## config.mk

```make
export PLATFORM = sky130hd
export DESIGN_NAME = nand_hamming_ecc
export DESIGN_NICKNAME = d
export VERILOG_FILES = /design/src/rtl/nand_ecc_pkg.sv /design/src/rtl/ecc_byte_seq.sv /design/src/rtl/ecc_byte_fold.sv /design/src/rtl/ecc_pair_acc.sv /design/src/rtl/nand_hamming_ecc.sv
export SDC_FILE = /design/constraint.sdc
export NUM_CORES = 1
export LEC_CHECK = 0
export BUFFER_PORTS_ARGS = -buffer_cell sky130_fd_sc_hd__buf_2
export CAP_MARGIN = 5
export CELL_PAD_IN_SITES_DETAIL_PLACEMENT = 0
export CELL_PAD_IN_SITES_GLOBAL_PLACEMENT = 1
export CORE_AREA = 5 5 85 95
export CTS_CLUSTER_DIAMETER = 120
export CTS_CLUSTER_SIZE = 16
export DETAILED_ROUTE_END_ITERATION = 16
export DIE_AREA = 0 0 90 100
export GPL_ROUTABILITY_DRIVEN = 0
export HOLD_SLACK_MARGIN = 0.15
export PLACE_DENSITY_LB_ADDON = 0.12
export SLEW_MARGIN = 15
export SYNTH_ARGS = -nofsm -noshare
export SYNTH_HDL_FRONTEND = slang
export SYNTH_HIERARCHICAL = 1
export SYNTH_SLANG_ARGS = --single-unit
```

## constraint.sdc

```tcl
create_clock -name clk -period 5.05 [get_ports clk]
set_input_delay 1.01 -clock clk [delete_from_list [all_inputs] [get_ports clk]]
set_output_delay 1.01 -clock clk [all_outputs]
set_load 0.03 [all_outputs]
```

## src/rtl/nand_ecc_pkg.sv

```systemverilog
package nand_ecc_pkg;
  localparam int ECC_CHUNK_BYTES = 256;
  localparam int ECC_NUM_CHUNKS  = 2;
  localparam int ECC_IDX_W       = $clog2(ECC_CHUNK_BYTES);
  localparam int ECC_POS_W       = ECC_IDX_W + 3;
  localparam int ECC_CNT_W       = $clog2(ECC_CHUNK_BYTES * ECC_NUM_CHUNKS) + 1;

  typedef struct packed {
    logic [ECC_POS_W-1:0] even;
    logic [ECC_POS_W-1:0] odd;
  } ecc_pair_t;

  // Contribution of one byte at a given index within its chunk.
  function automatic ecc_pair_t ecc_fold_byte(input logic [7:0] d,
                                              input logic [ECC_IDX_W-1:0] idx);
    ecc_pair_t r;
    logic [ECC_POS_W-1:0] p;
    r = '0;
    for (int b = 0; b < 8; b++) begin
      p = {idx, 3'(b)};
      if (d[b]) begin
        r.even = r.even ^ p;
        r.odd  = r.odd ^ ~p;
      end
    end
    return r;
  endfunction
endpackage

```

## src/rtl/ecc_byte_seq.sv

```systemverilog
module ecc_byte_seq
  import nand_ecc_pkg::*;
#(
  parameter int CHUNK_BYTES = ECC_CHUNK_BYTES,
  parameter int NUM_CHUNKS  = ECC_NUM_CHUNKS
) (
  input  logic                          clk,
  input  logic                          rst_n,
  input  logic                          clr,
  input  logic                          mode_all,
  input  logic                          byte_vld,
  output logic [NUM_CHUNKS-1:0]         upd,
  output logic [$clog2(CHUNK_BYTES)-1:0] idx,
  output logic                          full
);
  localparam int IDX_W = $clog2(CHUNK_BYTES);
  localparam int CNT_W = $clog2(CHUNK_BYTES * NUM_CHUNKS) + 1;
  localparam logic [CNT_W-1:0] LIM_ONE = CNT_W'(CHUNK_BYTES);
  localparam logic [CNT_W-1:0] LIM_ALL = CNT_W'(CHUNK_BYTES * NUM_CHUNKS);

  logic [CNT_W-1:0] cnt;
  logic [CNT_W-1:0] limit;
  logic [CNT_W-1:0] chunk_sel;
  logic             accept;

  assign limit     = mode_all ? LIM_ALL : LIM_ONE;
  assign full      = (cnt >= limit);
  assign accept    = byte_vld && !clr && !full;
  assign idx       = cnt[IDX_W-1:0];
  assign chunk_sel = cnt >> IDX_W;

  for (genvar g = 0; g < NUM_CHUNKS; g++) begin : g_upd
    assign upd[g] = accept && (chunk_sel == CNT_W'(g));
  end

  always_ff @(posedge clk) begin
    if (!rst_n || clr) cnt <= '0;
    else if (accept)   cnt <= cnt + 1'b1;
  end

  AST_ONE_CHUNK: assert property (@(posedge clk) disable iff (!rst_n)
    $onehot0(upd));
  AST_CNT_BOUND: assert property (@(posedge clk) disable iff (!rst_n)
    cnt <= LIM_ALL);
  AST_CLR_RESTART: assert property (@(posedge clk) disable iff (!rst_n)
    clr |=> (cnt == '0));
endmodule

```

## src/rtl/ecc_byte_fold.sv

```systemverilog
module ecc_byte_fold
  import nand_ecc_pkg::*;
(
  input  logic [7:0]           dat,
  input  logic [ECC_IDX_W-1:0] idx,
  output logic [ECC_POS_W-1:0] even,
  output logic [ECC_POS_W-1:0] odd
);
  ecc_pair_t f;
  always_comb f = ecc_fold_byte(dat, idx);
  assign even = f.even;
  assign odd  = f.odd;

  AST_FOLD_ZERO: assert property (@(dat) (dat == 8'h00) |-> (even == '0 && odd == '0));
endmodule

```

## src/rtl/ecc_pair_acc.sv

```systemverilog
module ecc_pair_acc
  import nand_ecc_pkg::*;
(
  input  logic                 clk,
  input  logic                 rst_n,
  input  logic                 clr,
  input  logic                 upd,
  input  logic [ECC_POS_W-1:0] fold_even,
  input  logic [ECC_POS_W-1:0] fold_odd,
  output logic [ECC_POS_W-1:0] q_even,
  output logic [ECC_POS_W-1:0] q_odd
);
  always_ff @(posedge clk) begin
    if (!rst_n || clr) begin
      q_even <= '0;
      q_odd  <= '0;
    end else if (upd) begin
      q_even <= q_even ^ fold_even;
      q_odd  <= q_odd ^ fold_odd;
    end
  end

  AST_ACC_CLEAR: assert property (@(posedge clk) disable iff (!rst_n)
    clr |=> (q_even == '0 && q_odd == '0));
  AST_ACC_HOLD: assert property (@(posedge clk) disable iff (!rst_n)
    (!upd && !clr) |=> ($stable(q_even) && $stable(q_odd)));
endmodule

```

## src/rtl/nand_hamming_ecc.sv

```systemverilog
module nand_hamming_ecc
  import nand_ecc_pkg::*;
(
  input  logic        clk,
  input  logic        rst_n,
  input  logic        cnt_clr,
  input  logic        mode512,
  input  logic        byte_vld,
  input  logic [7:0]  byte_dat,
  output logic [10:0] ecc0,
  output logic [10:0] ecc1,
  output logic [10:0] ecc2,
  output logic [10:0] ecc3
);
  logic [ECC_NUM_CHUNKS-1:0] upd;
  logic [ECC_IDX_W-1:0]      idx;
  logic                      page_full;
  logic [ECC_POS_W-1:0]      fold_even, fold_odd;
  logic [ECC_POS_W-1:0]      acc_even [ECC_NUM_CHUNKS];
  logic [ECC_POS_W-1:0]      acc_odd  [ECC_NUM_CHUNKS];

  ecc_byte_seq #(
    .CHUNK_BYTES(ECC_CHUNK_BYTES),
    .NUM_CHUNKS (ECC_NUM_CHUNKS)
  ) u_seq (
    .clk     (clk),
    .rst_n   (rst_n),
    .clr     (cnt_clr),
    .mode_all(mode512),
    .byte_vld(byte_vld),
    .upd     (upd),
    .idx     (idx),
    .full    (page_full)
  );

  ecc_byte_fold u_fold (
    .dat (byte_dat),
    .idx (idx),
    .even(fold_even),
    .odd (fold_odd)
  );

  for (genvar g = 0; g < ECC_NUM_CHUNKS; g++) begin : g_pair
    ecc_pair_acc u_acc (
      .clk      (clk),
      .rst_n    (rst_n),
      .clr      (cnt_clr),
      .upd      (upd[g]),
      .fold_even(fold_even),
      .fold_odd (fold_odd),
      .q_even   (acc_even[g]),
      .q_odd    (acc_odd[g])
    );
  end

  assign ecc0 = acc_even[0];
  assign ecc1 = acc_odd[0];
  assign ecc2 = acc_even[1];
  assign ecc3 = acc_odd[1];

  AST_FULL_HOLD: assert property (@(posedge clk) disable iff (!rst_n)
    (page_full && !cnt_clr) |=> ($stable(ecc0) && $stable(ecc1) &&
                                 $stable(ecc2) && $stable(ecc3)));
  AST_PAIR2_IDLE: assert property (@(posedge clk) disable iff (!rst_n)
    (!mode512 && !cnt_clr) |=> ($stable(ecc2) && $stable(ecc3)));
  AST_IDLE_HOLD: assert property (@(posedge clk) disable iff (!rst_n)
    (!byte_vld && !cnt_clr) |=> ($stable(ecc0) && $stable(ecc2)));
endmodule

```

Word-level counts from Yosys, hierarchy flattened. Index checks and enable logic that the tools add are counted.

Flip-flop bits (word level): 54. Input port bits: 13. Output and inout bits: 44. Logic and storage cells: 52.

Add/subtract/negate cells: 1. $lt $le $gt $ge: 1. Eq/ne operators: 1. Multiplexer cells: 9. Bitwise logic cells: 26. Reduce and logical (&&, ||, !) cells: 9.

Operators by type and width (count): bitwise XOR 11 bit (18); two-way mux 22 bit (8); inverter 11 bit (8); adder 10 x 1 -> 10 bit, second input constant (1); greater-or-equal comparator 10 bit (1); logical NOT 10 bit (1); two-way mux 10 bit (1); logical AND 1 bit (4); logical NOT 1 bit (3); equality test 2 x 1 -> 1 bit, second input constant (1); logical OR 1 bit (1).

Longest topological paths before layout.
Word-level depth: 17. Gate-level depth with buffers: 11. Depth with buffers taken out: 8.

By module. The synthesis kept the hierarchy.

By module, submodules not included: ecc_pair_acc (times used 2, cells each 96, area each 1092.3 sq um); ecc_byte_seq (times used 1, cells each 80, area each 669.4 sq um); ecc_byte_fold (times used 1, cells each 33, area each 254.0 sq um).

Worst setup path after synthesis. OpenSTA, ideal clock, no wires.

Kind: input to register. Start: input port mode512. End: register u_seq.cnt[8]. Setup time: 0.071 ns. Arrival time: 2.699 ns. Data required time: 4.979 ns. Path slack: 2.280 ns. Stages on the path: 7. Path buffers: 1. Path through: inv_1 -> ha_1 -> nor2b_4 -> buf_6 -> or4_4 -> or4_1 -> a21oi_1.

Word-level cells in the longest chain between the ends: 4.

Ends and longest elaborated chain: start, declared (RTL line nand_hamming_ecc.sv:7) `input logic mode512,`; two-way mux 10 bit (RTL line ecc_byte_seq.sv:26) `assign limit = mode_all ? LIM_ALL : LIM_ONE;`; greater-or-equal comparator 10 bit (RTL line ecc_byte_seq.sv:27) `assign full = (cnt >= limit);`; logical NOT 1 bit (RTL line ecc_byte_seq.sv:28) `assign accept = byte_vld && !clr && !full;`; logical AND 1 bit (RTL line ecc_byte_seq.sv:28); end signal, assigned (RTL line ecc_byte_seq.sv:38) `else if (accept) cnt <= cnt + 1'b1;`; end, declared (RTL line ecc_byte_seq.sv:21) `logic [CNT_W-1:0] cnt;`.

Every way passes these cells. A chain may end at the register's enable or synchronous reset.

Worst setup path after layout.
Start: input port mode512. End: register g_pair[0].u_acc.q_odd[10].

Word-level cells in the longest chain between the ends: 5.

Ends and longest elaborated chain: two-way mux 10 bit (RTL line ecc_byte_seq.sv:26); greater-or-equal comparator 10 bit (RTL line ecc_byte_seq.sv:27); logical NOT 1 bit (RTL line ecc_byte_seq.sv:28); logical AND 1 bit (RTL line ecc_byte_seq.sv:28); logical AND 1 bit (RTL line ecc_byte_seq.sv:33) `assign upd[g] = accept && (chunk_sel == CNT_W'(g));`; net upd[0] (RTL line nand_hamming_ecc.sv:15) `logic [ECC_NUM_CHUNKS-1:0] upd;`; end signal, assigned (RTL line ecc_pair_acc.sv:19) `q_odd <= q_odd ^ fold_odd;`; end, declared (RTL line ecc_pair_acc.sv:11) `output logic [ECC_POS_W-1:0] q_odd`.

The timed path passes the listed nets, and every way through them passes these cells.

==> flow_summary.ini <==
[flow_run]
max_cap_viol_count = 0

[timing]
slew_headroom_pct = 67.0
period_share_pct = 51.1
slew_viol_final = 0
fmax_mhz = 388
tns_ns = 0
worstMarginPinSlew_ns = 0.495
fin_crit_ns = 2.58
clock_skew_ns = 0.00941
finalSetupViolations = 0
hold_violations = 0
rsz0062_at_grt = false

[setup_path]
arrival_ns = 2.75
end_kind = flop
timing.rr.start = u_seq/cnt[0]
critical_path_peak_fanout = 44
r2r_setup_slack_ns = 2.83
path_cells = buf_2 -> inv_1 -> ha_1 -> nor2b_4 -> nor2_1 -> nand4b_1 -> nor3_2 -> buf_4 -> a21bo_2 -> a21oi_1
critPathKind = input pin to flop
cp.required_ns = 5.22
r2r-end = g_pair[0].u_acc/q_odd[10]
ff2ff_path_depth = 9
max_stage_delay_ns = 0.41
crit_slowest_cell = buf_4
startpoint_type = input pin

[logic_synthesis]
synth_cells = 304
syn_area_per_cell_um2 = 10.2
ys_warn_count = 6
synth_nets = 321
netlist_area_um2 = 3100

[clock_tree]
worstSkewPairLatency_ns = 0.30
cts_sinks = 54
clkSlewWorstSetupHoldPaths_ns = 0.09
cts_buffers = 5
postCtsResizedCells = 0
ctsHoldBuffers = 0
cts_setup_buffers = 0
htreeDepth = 2
clock_path_buffers = 2
tritoncts = yes
root_buffer = clkbuf_8

[power]
ir_drop_v = 0.000116
finalPower_mw = 0.806
p_leak_nw = 1.24
p_per_area_nw_per_um2 = 239

[drt]
ant_nets = 0
drtIter0Drc = 74
avgRoutedWirePerCell_um = 15.1
vias = 2294
dr.pass1.iters = 4
vias_per_cell = 5.32
drcViolationCount = 0
totalWireLength_um = 6520

[floorplanning]
io_pins = 57
die_w_um = 90
placementRows = 32
start_util_pct = 44.8
die_y_um = 100
coreArea_um2 = 6930
dieArea_um2 = 9000

[grt]
antenna_found_initial = 0
grt_pass1_wl_um = 11000
grt_overflow = 0
grt_pass1_vias = 2241
track_usage_pct = 14.5
grt_max_degree = 45

[final_layout]
num_antenna_cells = 0
finalNonFillerCells = 431
fill_cells = 685
seq_area_um2 = 1080
multi_input_area_um2 = 1770
final_nets = 363
final_area_um2 = 3370
layout-drive-gt1-share_pct = 35.3
areaGrowthSynthToFinish_pct = 8.59

[placed_design]
port_buffers = 56
dp.cells = 424
dp_hpwl_um = 4660
dpl_cell_area_um2 = 3290

[run_status]
status = complete, no violations

[hold_path]
hold_path_end = u_seq/cnt[8]
worstHoldPathCells = 2
min_from = u_seq/cnt[8]
min-delay-path-class = flop to flop
[routing by layer]
| layer | GRT usage (%) | wire length (um) | vias to the layer above |
|---|---|---|---|
| li1 | - | - | 1155 |
| met2 | 25.1 | 3140 | 38 |
| met3 | 2.70 | 223 | 2 |
| met4 | 3.09 | 26 | 0 |
| met1 | 18.9 | 3130 | 1099 |
| met5 | 0 | 0 | - |
[critical path: cells and delay by family]
kind / cells / cell delay (ns)
buffers and inverters: 3 / 0.54
adders and majority gates: 1 / 0.30
AOI/OAI and AO/OA: 2 / 0.25
and+or+nand+nor: 4 / 0.62
[worst max path at each step]
stage                        from                   endpoint  slack (ns)
after floorplan           mode512               u_seq/cnt[8]        2.28
after global placement    mode512  g_pair[1].u_acc/q_even[7]        2.21
after detailed placement  mode512  g_pair[1].u_acc/q_odd[10]        2.15
after CTS                 mode512   g_pair[1].u_acc/q_odd[2]        2.47
after global routing      mode512   g_pair[1].u_acc/q_odd[3]        2.30
final                     mode512  g_pair[0].u_acc/q_odd[10]        2.47
[stage by stage]
| step | utilization (%) | hold slack, ns | setup WS, ns |
|---|---|---|---|
| 4_1_cts | 48.7 | 0.538 | 2.47 |
| 6_report | 48.7 | 0.531 | 2.47 |
| 3_5_place_dp | 47.6 | 0.522 | 2.15 |
| 3_3_place_gp | 47.6 | 0.518 | 2.21 |
| 5_1_grt | 48.7 | 0.563 | 2.30 |
| 2_1_floorplan | - | 0.465 | 2.28 |
[report_power, final]
group	switching, mW	total [mW]	leakage [nW]	internal (mW)
sequential	0.00272	0.432	0.435	0.429
clock	0.132	0.228	0.0383	0.0960
combinational	0.105	0.146	0.763	0.0412
[cells in the final DEF, fill, tap and decap left out, types with 2 or more instances in the layout]
| cell type | instances |
|---|---|
| a21bo_1 | 36 |
| a21bo_2 | 8 |
| a21oi_1 | 10 |
| a21oi_2 | 38 |
| and2_1 | 8 |
| buf_2 | 56 |
| buf_4 | 4 |
| clkbuf_1 | 2 |
| clkbuf_8 | 5 |
| dfxtp_1 | 54 |
| ha_1 | 4 |
| inv_1 | 7 |
| mux2_2 | 2 |
| nand2_1 | 3 |
| nand2b_1 | 3 |
| nand3b_1 | 45 |
| nand4b_1 | 3 |
| nor2_1 | 18 |
| nor3_2 | 2 |
| nor4_1 | 4 |
| nor4b_1 | 2 |
| o31ai_1 | 2 |
| xnor2_1 | 12 |
| xnor2_2 | 3 |
| xor2_1 | 4 |
[final cells by class]
class	instances	share of cell area (%)
sequential	54	32.1
timing repair buffer	60	9.21
inverter	7	0.780
tap	85	3.16
multi-input combinational	218	52.5
clock buffer	7	2.26
[flip-flops by register name, indices dropped and copies added, names as in the netlist]
name	count
g_pair.u_acc/q_even	22
u_seq/cnt	10
g_pair.u_acc/q_odd	22
(Power assumes the default switching activity.)
